<file path="src/rtl/hdlc_tx_pkg.sv">
package hdlc_tx_pkg;

    localparam logic [7:0]  FLAG_BYTE    = 8'h7E;
    localparam logic [15:0] CRC_PRESET   = 16'hFFFF;
    localparam logic [15:0] CRC_POLY_REV = 16'h8408;

    typedef enum logic [1:0] {
        PH_IDLE,
        PH_BODY,
        PH_FCS
    } tx_phase_e;

    // command register image: bit 2 reset, bit 1 start/continue, bit 0 end
    typedef struct packed {
        logic txrst;
        logic start;
        logic fin;
    } tx_cmd_t;

    // one unit of serial output: a flag, a byte, the check sequence or an abort
    typedef struct packed {
        logic [15:0] bits;
        logic [4:0]  len;
        logic        stuff;
        logic        fcs_feed;
    } tx_unit_t;

    function automatic logic [15:0] crc_step(input logic [15:0] c, input logic b);
        logic fb;
        logic [15:0] n;
        fb = c[0] ^ b;
        n  = c >> 1;
        if (fb) n = n ^ CRC_POLY_REV;
        return n;
    endfunction

    function automatic tx_unit_t mk_unit(input logic [15:0] b, input logic [4:0] n,
                                         input logic s, input logic f);
        tx_unit_t u;
        u.bits     = b;
        u.len      = n;
        u.stuff    = s;
        u.fcs_feed = f;
        return u;
    endfunction

endpackage

</file>
<file path="src/rtl/hdlc_cmd_reg.sv">
module hdlc_cmd_reg
    import hdlc_tx_pkg::*;
(
    input  logic       clk,
    input  logic       rst,
    input  logic       cmd_we,
    input  logic [2:0] cmd_data,
    output tx_cmd_t    cmd_q
);

    // each written 1 lives for one cycle; a written 0 leaves nothing behind
    always_ff @(posedge clk) begin
        if (rst)         cmd_q <= '0;
        else if (cmd_we) cmd_q <= tx_cmd_t'(cmd_data);
        else             cmd_q <= '0;
    end

endmodule

</file>
<file path="src/rtl/tx_byte_fifo.sv">
module tx_byte_fifo #(
    parameter int DEPTH = 64,
    parameter int CNT_W = 7
) (
    input  logic             clk,
    input  logic             rst,
    input  logic             flush,
    input  logic             wr_en,
    input  logic [7:0]       wr_data,
    input  logic             pop,
    output logic [7:0]       rd_data,
    output logic             empty,
    output logic [CNT_W-1:0] fill
);

    localparam int PTR_W = $clog2(DEPTH);
    localparam logic [PTR_W-1:0] LAST = PTR_W'(DEPTH - 1);

    logic [7:0]       mem [DEPTH];
    logic [PTR_W-1:0] wp, rp;
    logic             wr_ok, rd_ok;

    assign empty   = (fill == '0);
    assign wr_ok   = wr_en && (fill != CNT_W'(DEPTH));
    assign rd_ok   = pop && !empty;
    assign rd_data = mem[rp];

    always_ff @(posedge clk) begin
        if (wr_ok) mem[wp] <= wr_data;
    end

    always_ff @(posedge clk) begin
        if (rst || flush) begin
            wp   <= '0;
            rp   <= '0;
            fill <= '0;
        end else begin
            if (wr_ok) wp <= (wp == LAST) ? '0 : wp + 1'b1;
            if (rd_ok) rp <= (rp == LAST) ? '0 : rp + 1'b1;
            case ({wr_ok, rd_ok})
                2'b10:   fill <= fill + 1'b1;
                2'b01:   fill <= fill - 1'b1;
                default: fill <= fill;
            endcase
        end
    end

endmodule

</file>
<file path="src/rtl/hdlc_tx_serial.sv">
module hdlc_tx_serial
    import hdlc_tx_pkg::*;
(
    input  logic       clk,
    input  logic       rst,
    input  logic       flush,
    input  logic       raw_mode,
    input  logic       start_p,
    input  logic       fin_p,
    input  logic       bit_en,
    input  logic       fifo_empty,
    input  logic [7:0] fifo_data,
    output logic       fifo_pop,
    output logic       txd,
    output logic       underrun
);

    localparam tx_unit_t FLAG_U = mk_unit({8'h00, FLAG_BYTE}, 5'd8, 1'b0, 1'b0);
    localparam tx_unit_t ONES_U = mk_unit(16'h00FF, 5'd8, 1'b0, 1'b0);

    tx_unit_t    cur_q, nxt_unit, src;
    tx_phase_e   phase_q, nxt_phase;
    logic        raw_act_q, nxt_raw;
    logic        start_pend_q, fin_pend_q;
    logic [2:0]  ones_q;
    logic [15:0] crc_q;
    logic        txd_q, urun_q;
    logic        take_byte, use_start, use_fin, raise_urun, crc_seed;
    logic        stuff_now, load, out_bit;

    // choose the unit that follows once the current one is used up
    always_comb begin
        nxt_unit   = raw_mode ? ONES_U : FLAG_U;
        nxt_phase  = phase_q;
        nxt_raw    = raw_act_q;
        take_byte  = 1'b0;
        use_start  = 1'b0;
        use_fin    = 1'b0;
        raise_urun = 1'b0;
        crc_seed   = 1'b0;
        unique case (phase_q)
            PH_IDLE: begin
                if (start_pend_q) begin
                    if (raw_mode) begin
                        if (!fifo_empty) begin
                            nxt_unit  = mk_unit({8'h00, fifo_data}, 5'd8, 1'b0, 1'b0);
                            take_byte = 1'b1;
                            use_start = 1'b1;
                            nxt_raw   = 1'b1;
                            nxt_phase = PH_BODY;
                        end
                    end else begin
                        nxt_unit  = FLAG_U;
                        use_start = 1'b1;
                        crc_seed  = 1'b1;
                        nxt_raw   = 1'b0;
                        nxt_phase = PH_BODY;
                    end
                end
            end
            PH_BODY: begin
                if (!fifo_empty) begin
                    nxt_unit  = mk_unit({8'h00, fifo_data}, 5'd8, !raw_act_q, !raw_act_q);
                    take_byte = 1'b1;
                end else if (raw_act_q) begin
                    nxt_unit  = ONES_U;
                    nxt_phase = PH_IDLE;
                end else if (fin_pend_q) begin
                    nxt_unit  = mk_unit(~crc_q, 5'd16, 1'b1, 1'b0);
                    use_fin   = 1'b1;
                    nxt_phase = PH_FCS;
                end else begin
                    nxt_unit   = ONES_U;
                    raise_urun = 1'b1;
                    nxt_phase  = PH_IDLE;
                end
            end
            PH_FCS: begin
                nxt_unit  = FLAG_U;
                nxt_phase = PH_IDLE;
            end
            default: ;
        endcase
    end

    assign stuff_now = (ones_q == 3'd5);
    assign load      = bit_en && !stuff_now && (cur_q.len == 5'd0);
    assign src       = (cur_q.len == 5'd0) ? nxt_unit : cur_q;
    assign out_bit   = src.bits[0];
    assign fifo_pop  = load && take_byte;
    assign txd       = txd_q;
    assign underrun  = urun_q;

    always_ff @(posedge clk) begin
        if (rst) begin
            txd_q <= 1'b1;
        end else if (bit_en) begin
            txd_q <= stuff_now ? 1'b0 : out_bit;
        end
    end

    always_ff @(posedge clk) begin
        if (rst || flush) begin
            cur_q        <= '0;
            phase_q      <= PH_IDLE;
            raw_act_q    <= 1'b0;
            start_pend_q <= 1'b0;
            fin_pend_q   <= 1'b0;
            ones_q       <= '0;
            crc_q        <= CRC_PRESET;
            urun_q       <= 1'b0;
        end else begin
            urun_q <= 1'b0;
            if (bit_en) begin
                if (stuff_now) begin
                    ones_q <= '0;
                end else begin
                    cur_q.bits     <= src.bits >> 1;
                    cur_q.len      <= src.len - 5'd1;
                    cur_q.stuff    <= src.stuff;
                    cur_q.fcs_feed <= src.fcs_feed;
                    ones_q         <= (src.stuff && out_bit) ? ones_q + 3'd1 : 3'd0;
                    if (load && crc_seed)  crc_q <= CRC_PRESET;
                    else if (src.fcs_feed) crc_q <= crc_step(crc_q, out_bit);
                    if (load) begin
                        phase_q   <= nxt_phase;
                        raw_act_q <= nxt_raw;
                        urun_q    <= raise_urun;
                    end
                end
            end
            // a start seen while a frame runs is a continue: nothing to latch
            if (load && use_start)
                start_pend_q <= 1'b0;
            else if (start_p && phase_q == PH_IDLE)
                start_pend_q <= 1'b1;
            // an end only counts for a framed frame that runs or is about to
            if (load && (use_fin || raise_urun))
                fin_pend_q <= 1'b0;
            else if (fin_p && ((phase_q == PH_BODY && !raw_act_q) ||
                               ((start_pend_q || start_p) && !raw_mode)))
                fin_pend_q <= 1'b1;
        end
    end

endmodule

</file>
<file path="src/rtl/hdlc_cmd_tx.sv">
module hdlc_cmd_tx
    import hdlc_tx_pkg::*;
#(
    parameter  bit WIDE_FIFO  = 1'b0,
    localparam int FIFO_DEPTH = WIDE_FIFO ? 96 : 64,
    localparam int CNT_W      = $clog2(FIFO_DEPTH + 1)
) (
    input  logic             clk,
    input  logic             rst,
    input  logic             wr_en,
    input  logic [7:0]       wr_data,
    input  logic             cmd_we,
    input  logic [2:0]       cmd_data,
    input  logic             raw_mode,
    input  logic [CNT_W-1:0] space_thr,
    input  logic             bit_en,
    output logic             txd,
    output logic             space_irq,
    output logic             underrun
);

    tx_cmd_t          cmd_q;
    logic [CNT_W-1:0] fill_cnt, free_cnt;
    logic [7:0]       fifo_data;
    logic             fifo_empty, fifo_pop;

    hdlc_cmd_reg u_cmd (
        .clk      (clk),
        .rst      (rst),
        .cmd_we   (cmd_we),
        .cmd_data (cmd_data),
        .cmd_q    (cmd_q)
    );

    tx_byte_fifo #(.DEPTH(FIFO_DEPTH), .CNT_W(CNT_W)) u_fifo (
        .clk     (clk),
        .rst     (rst),
        .flush   (cmd_q.txrst),
        .wr_en   (wr_en),
        .wr_data (wr_data),
        .pop     (fifo_pop),
        .rd_data (fifo_data),
        .empty   (fifo_empty),
        .fill    (fill_cnt)
    );

    hdlc_tx_serial u_ser (
        .clk        (clk),
        .rst        (rst),
        .flush      (cmd_q.txrst),
        .raw_mode   (raw_mode),
        .start_p    (cmd_q.start),
        .fin_p      (cmd_q.fin),
        .bit_en     (bit_en),
        .fifo_empty (fifo_empty),
        .fifo_data  (fifo_data),
        .fifo_pop   (fifo_pop),
        .txd        (txd),
        .underrun   (underrun)
    );

    assign free_cnt  = CNT_W'(FIFO_DEPTH) - fill_cnt;
    assign space_irq = (free_cnt >= space_thr);

endmodule

</file>
<file path="config.mk">
export PLATFORM = sky130hd
export DESIGN_NAME = hdlc_cmd_tx
export DESIGN_NICKNAME = d
export VERILOG_FILES = /design/src/rtl/hdlc_tx_pkg.sv /design/src/rtl/hdlc_cmd_reg.sv /design/src/rtl/tx_byte_fifo.sv /design/src/rtl/hdlc_tx_serial.sv /design/src/rtl/hdlc_cmd_tx.sv
export SDC_FILE = /design/constraint.sdc
export NUM_CORES = 1
export LEC_CHECK = 0
export BUFFER_PORTS_ARGS = -buffer_cell sky130_fd_sc_hd__buf_2
export CORE_MARGIN = 1
export CORE_UTILIZATION = 55
export CTS_CLUSTER_DIAMETER = 40
export DETAILED_ROUTE_END_ITERATION = 16
export PLACE_DENSITY = 0.74
export REMOVE_ABC_BUFFERS = 1
export SYNTH_ARGS = -nofsm -noshare
export SYNTH_HDL_FRONTEND = slang
export SYNTH_SLANG_ARGS = --single-unit
</file>
<file path="constraint.sdc">
create_clock -name clk -period 10.2 [get_ports clk]
set_clock_uncertainty 0.2 [all_clocks]
set_input_delay 1.53 -clock clk [delete_from_list [all_inputs] [get_ports clk]]
set_output_delay 1.53 -clock clk [all_outputs]
set_load 0.01 [all_outputs]
</file>
==> run summary, run 1 <==
status: finished clean
detailed-placement wirelength estimate: 28.8 mm
Slew Limit Fails: 0
Slew HR: 15.9%
fin area: 26,700 µm²
DRT antenna net count: 0
fmax: 201 MHz
fin crit share: 48.8%
cts hold-fix bufs: 0
most frequent cells in the layout: edfxtp_1 (512), mux4_2 (141), nor2_1 (117)
Lkg Pwr: 8.46 nW
Die W: 210 µm
hold endpoint: u_ser.cur_q[10]$_SDFFE_PP0N_
Slew @ Worst Pin: 1.26 ns
r2r endpoint: u_fifo.fill[6]$_SDFFE_PP0P_
Layout area overhead: 12.3%
CP endpoint kind: register
Worst path slowest cell: a221oi_1
vias per inst: 6.10
post-synthesis cell area: 23,800 µm²
register area share after synthesis: 71.0%
Ports: 27
most common cell after layout, fill and taps aside: edfxtp_1
Synth Register Bits: 588
layout cell share with drive strength beyond 1: 22.0%
antenna diode count: 0
max-cap violations: 0
grt ovf: 0
Max FO, Critical Path: 29
DR DRC count: 0
GPL Wtd Cong: 0.815
FF-to-FF setup slack: 5.54 ns
CTS H-tree depth: 3
final core occ: 63.2%
Worst-path clk slew: 0.05 ns
clock latency on the worst-skew pair: 0.60 ns
Fin. Hold Viols: 0
Post-synth ARST share: 0%
initial drt markers: 1,138
via count: 12,223
Hold Slack: 0.259 ns
initial antenna violation count: 1
die height: 210 µm
Synth Flop Type: edfxtp_1
crit-path cells: buf_2 > inv_1 > a21oi_2 > buf_4 > nand2_1 > nor3_2 > ha_1 > xor2_1 > ha_1 > a21oi_1 > o21ai_0 > a221oi_1 > o22ai_1 > a222oi_1 > or3_1 > a21oi_1
Starting Density: 56.3%
clock sinks: 588
Ys Warns: 0
routed len/inst: 24.8 µm
Hold Crit Class: reg2reg
reg2reg start: u_fifo.fill[0]$_SDFFE_PP0P_
die area: 44,100 µm²
post-cts sizing count: 0
nets: 1,414
mean post-synth cell area: 17.9 µm²
Yosys cell types: 65
postcts setup bufs: 0
final setup fails: 0
Hold Crit Depth: 2
Post-synth EDFFs: 512
Placed Area: 24,400 µm²
WP data arrival: 5.19 ns
min cycle time layout: 4.98 ns
gr usage total: 23.3%
Worst EP required: 10.41 ns
pin count of the biggest net entering global routing: 100
Site Rows: 75
PwrDens: 197 nW/µm²
total iterations of the first detailed-routing run: 5
Clock Path Buffers: 3
IO buf count: 26
global-route wire length before repair: 74.7 mm
CP Launch Type: primary input
max incr delay on CP: 0.51 ns
Hold Startpoint: u_ser.cur_q[10]$_SDFFE_PP0N_
R2R cell count: 14
vias in the first global route: 12,162
core area: 42,300 µm²
Worst Path Class, Setup: in2reg
CTS Buf Count: 73
clk root buf: clkbuf_16
setup tns final: 0 ns
final wirelength: 49.6 mm
Mapped Cells: 1,332
TritonCTS clock tree: yes
worst vdd ir: 0.000134 V
RSZ-0062 raised after global routing: false
## cell type report
cell class / instances / area [µm²]
Clock inverter: 48 / 424
Sequential cell: 588 / 16900
Inverter: 21 / 78.8
Tap cell: 577 / 722
Multi-Input combinational cell: 647 / 6440
Fill cell: 2829 / 15600
Timing Repair Buffer: 39 / 240
Clock buffer: 85 / 1920
## how the worst max path moves through the flow
stage	slack (ns)	endpoint	from	cells past startpoint
detailed placement	4.70	u_fifo.fill[6]$_SDFFE_PP0P_	bit_en	16
floorplan	2.50	u_ser.cur_q[13]$_SDFFE_PP0N_	register	5
finish	5.22	u_fifo.fill[6]$_SDFFE_PP0P_	bit_en	16
CTS	5.27	space_irq	space_thr[0]	10
global route	4.75	u_fifo.fill[6]$_SDFFE_PP0P_	bit_en	16
global placement	4.93	u_fifo.fill[6]$_SDFFE_PP0P_	bit_en	16
## cell families after synthesis
| group | after synthesis | synth area share [%] |
|---|---|---|
| and+or+nand+nor | 266 | 5.21 |
| DFF | 588 | 71.0 |
| muxes | 201 | 15.9 |
| xor gates and xnor gates | 28 | 1.15 |
| adders and majority gates | 20 | 1.05 |
| buffers and inverters | 97 | 2.02 |
| AOI/OAI and AO/OA | 132 | 3.76 |
## through the flow
stage	power [mW]	setup WS, ns	instances
after global routing	5.42	4.75	2005
after global placement	2.85	4.93	1872
after floorplan	2.78	2.50	1256
after detailed placement	2.85	4.70	1872
after CTS	5.31	5.27	2005
final	5.28	5.22	2005
## critical path: cells and delay by family
| family | cells | cell delay (ns) |
|---|---|---|
| AOI/OAI and AO/OA | 7 | 1.54 |
| and+or+nand+nor | 3 | 0.85 |
| xor gates and xnor gates | 1 | 0.12 |
| buffers and inverters | 3 | 0.49 |
| adders and majority gates | 2 | 0.67 |
## Yosys cell counts, types with 5 or more instances
| cell | number | share of area [%] |
|---|---|---|
| a21o_1 | 8 | 0.25 |
| a21oi_1 | 42 | 0.88 |
| nand2b_1 | 15 | 0.39 |
| o22a_1 | 9 | 0.33 |
| a221oi_1 | 13 | 0.48 |
| inv_1 | 19 | 0.30 |
| edfxtp_1 | 512 | 65 |
| ha_1 | 20 | 1.1 |
| clkbuf_1 | 33 | 0.52 |
| xor2_1 | 13 | 0.48 |
| buf_1 | 9 | 0.14 |
| nand2_1 | 62 | 0.98 |
| buf_2 | 13 | 0.27 |
| xnor2_1 | 13 | 0.48 |
| buf_4 | 15 | 0.47 |
| o21ai_0 | 13 | 0.27 |
| nor2b_1 | 9 | 0.24 |
| or3_1 | 8 | 0.21 |
| mux4_2 | 141 | 13 |
| dfxtp_1 | 76 | 6.4 |
| o211ai_1 | 7 | 0.22 |
| buf_6 | 6 | 0.28 |
| mux2i_1 | 60 | 2.5 |
| nor2_1 | 117 | 1.8 |
| a31oi_1 | 7 | 0.18 |
| nand3_1 | 6 | 0.13 |
| nor3_1 | 13 | 0.27 |
| and2_1 | 5 | 0.13 |
| a22oi_1 | 6 | 0.19 |
## per-layer routing
| metal | part of all wire, % | vias up | wire (µm) | track usage (%) |
|---|---|---|---|---|
| met2 | 48 | 539 | 23900 | 36.8 |
| met3 | 8.4 | 120 | 4160 | 5.93 |
| met1 | 40 | 6186 | 19700 | 31.1 |
| met4 | 3.8 | 0 | 1880 | 9.64 |
| met5 | 0 | - | 0 | 0 |
| li1 | - | 5378 | - | - |
## where the power goes
group / total (mW) / switching (mW) / internal (mW)
Sequential: 2.64 / 0.0104 / 2.63
Clock: 2.48 / 1.02 / 1.46
Combinational: 0.163 / 0.109 / 0.0541
Total: 5.28 / 1.14 / 4.14
## sequential cells by signal, summed over array words and instances (netlist names), named ones only
signal	count
u_ser.phase_q	2
u_ser.raw_act_q	1
u_fifo.rp	6
u_fifo.fill	7
u_fifo.mem	512
u_fifo.wp	6
u_ser.underrun	1
u_ser.txd	1
u_cmd.cmd_q	3
u_ser.start_pend_q	1
u_ser.crc_q	16
u_ser.cur_q	22
u_ser.fin_pend_q	1
u_ser.ones_q	3
Power figures use the tool's default switching activity.
==> inputs of run 2 (changes only) <==
- clock period: 10.2 -> 4.7 ns (I/O delays scaled with it)
==> run 2 against run 1 <==
First-iteration DRC count increased by 26%. Register-to-register slack worse by 5.1 ns. Non-clock buffer count grew 13. Sequential share of layout area shrank 0.22 points. Clock power grew 110%. Routed wire length rose by 2.3%. Worst hold slack worse by 0.12 ns. Die area unchanged. Clock-buffer cell count decreased by 3. Utilization is 0.22 points higher. Largest power group unchanged.
==> run summary, run 2 (same netlist as run 1, synthesis figures left out) <==
CTS Buf Count: 70 (-4.1%)
delay-heaviest family, CP: simple AND/OR/NAND/NOR gates
initial antenna violation count: 1 (unchanged)
RSZ-0062 raised after global routing: false
final setup fails: 0 (unchanged)
nets: 1,424 (+0.71%)
CP Launch Type: register
worst vdd ir: 0.000335 V (+150%)
Layout area overhead: 12.7%
Worst EP required: 4.92 ns (-5.49 ns)
setup tns final: 0 ns (unchanged)
fin crit share: 89.8%
Ports: 27 (unchanged)
worst path buffer plus inverter count: 0 (-3)
Top Registers: u_fifo.mem (512), u_ser.cur_q (22), u_ser.crc_q (16)
Largest Register: u_fifo.mem
via count: 12,496 (+2.2%)
most frequent cells in the layout: edfxtp_1 (512), mux4_2 (141), nor2_1 (117)
vias in the first global route: 12,424 (+2.2%)
pre-CTS setup slack: 0.335 ns (-4.36 ns)
postcts setup bufs: 0 (unchanged)
core area: 42,300 µm² (unchanged)
Starting Density: 56.3% (unchanged)
grt ovf: 0 (unchanged)
Hold Crit Class: in2reg
Slew HR: 17.3% (+1.4 points)
Worst Path Class, Setup: reg2reg
Slew @ Worst Pin: 1.24 ns (-0.0216 ns)
DR DRC count: 0 (unchanged)
Fin. Hold Viols: 0 (unchanged)
Fillers: 2,831 (+0.071%)
pin count of the biggest net entering global routing: 65 (-35%)
Worst path slowest cell: ha_1
Site Rows: 75 (unchanged)
detailed-placement wirelength estimate: 30.1 mm (+4.7%)
crit-path cells: or3_1 > nor3_1 > nand2_1 > nor3_4 > ha_1 > xor2_1 > ha_1 > a21oi_1 > o21ai_0 > a221oi_1 > o22ai_1 > a222oi_1 > or3_1 > a21oi_1
global-route wire length before repair: 77.0 mm (+3.0%)
most common cell after layout, fill and taps aside: edfxtp_1
PwrDens: 423 nW/µm² (+110%)
Slew Limit Fails: 0 (unchanged)
min cycle time layout: 4.22 ns
initial drt markers: 1,439 (+26%)
DRT antenna net count: 0 (unchanged)
status: finished clean
max FFs per register: 512 (unchanged)
max incr delay on CP: 0.45 ns (-0.06 ns)
clock latency on the worst-skew pair: 0.59 ns (about the same)
final wirelength: 50.8 mm (+2.3%)
Lkg Pwr: 8.52 nW (+0.71%)
clk root buf: clkbuf_16
CTS H-tree depth: 3 (unchanged)
layout cell share with drive strength beyond 1: 22.4% (+0.41 points)
antenna diode count: 0 (unchanged)
CP endpoint kind: register
gr usage total: 23.8% (+0.54 points)
routed len/inst: 25.3 µm (+2.1%)
IO buf count: 26 (unchanged)
Max FO, Critical Path: 10 (-66%)
max-cap violations: 0 (unchanged)
setup ws final: 0.477 ns (-4.74 ns)
total iterations of the first detailed-routing run: 5 (unchanged)
Worst-path clk slew: 0.05 ns (about the same)
Die W: 210 µm (unchanged)
die area: 44,100 µm² (unchanged)
vias per inst: 6.22 (+2.0%)
clock sinks: 588 (unchanged)
WP data arrival: 4.45 ns (-0.74 ns)
area of the multi-input gates: 6460 µm² (+0.31%)
die height: 210 µm (unchanged)
GPL Wtd Cong: 0.876 (+7.5%)
fmax: 237 MHz
Clock Path Buffers: 3 (unchanged)
TritonCTS clock tree: yes
Register Area: 16,900 µm² (unchanged)
run 2: changes by cell type in the layout (fill, tap and decap cells not counted), moves of 2 or more:
| cell | change |
|---|---|
| clkinvlp_4 | -2 |
| clkbuf_16 | -2 |
| buf_12 | +4 |
| clkinv_2 | -3 |
| clkinv_4 | -2 |
| buf_4 | +9 |
run 2: layout make-up:
class / count / area share, %
Multi-Input combinational cell: 647 / 24.1
Clock inverter: 43 / 1.50
Tap cell: 577 / 2.69
Timing Repair Buffer: 52 / 1.45
Clock buffer: 82 / 6.97
Sequential cell: 588 / 63.0
Inverter: 21 / 0.294
run 2: repair_timing:
| item | 4_1_cts | 5_1_grt |
|---|---|---|
| hold buffers | 0 | 0 |
| setup endpoints to repair | 0 | 1 |
| resized for setup | 0 | 3 |
run 2: power by group:
part	leakage [nW]	total, mW	internal [mW]	switching, mW
combinational	2.18	0.363	0.120	0.243
sequential	5.23	5.73	5.70	0.0226
clock	1.11	5.25	3.08	2.18
total	8.52	11.3	8.90	2.44
run 2: path summary, 6_finish.rpt:
path / to / cells past startpoint / slack, ns / startpoint
worst max-delay path: u_fifo.fill[6]$_SDFFE_PP0P_ / 14 / 0.48 / u_ser.cur_q[2]$_SDFFE_PP0N_
worst min-delay path: u_cmd.cmd_q[1]$_SDFF_PP0_ / 2 / 0.14 / cmd_data[1]
worst max register to register: u_fifo.fill[6]$_SDFFE_PP0P_ / 14 / 0.48 / u_ser.cur_q[2]$_SDFFE_PP0N_
worst min register to register: u_ser.cur_q[11]$_SDFFE_PP0N_ / 2 / 0.25 / u_ser.cur_q[11]$_SDFFE_PP0N_
run 2: through the flow:
stage / hold WS [ns] / std cells / utilization (%) / cell area, µm² / power (mW)
CTS: 0.111 / 2010 / 63.3 / 26800 / 11.4
floorplan: 0.232 / 1256 / - / 23400 / 6.03
detailed placement: 0.246 / 1885 / 58.0 / 24500 / 6.19
global route: 0.119 / 2010 / 63.4 / 26800 / 11.6
global placement: 0.244 / 1885 / 58.0 / 24500 / 6.18
finish: 0.136 / 2010 / 63.4 / 26800 / 11.3
run 2: metal layers:
metal | vias up | share of wire [%] | global-route usage (%)
li1 | 5399 | - | -
met3 | 107 | 8.9 | 5.36
met5 | - | 0.022 | 0
met4 | 2 | 2.9 | 8.26
met2 | 640 | 49 | 38.1
met1 | 6348 | 39 | 32.5
run 2: worst register-to-register path, delay by kind of cell, from the launching register on:
| family | cells | cell delay (ns) |
|---|---|---|
| AND/OR/NAND/NOR | 5 | 1.45 |
| adder cells (fa/ha/maj) | 2 | 0.65 |
| XOR/XNOR | 1 | 0.12 |
| flip-flops | 1 | 0.32 |
| AO/OA/AOI/OAI | 6 | 1.32 |
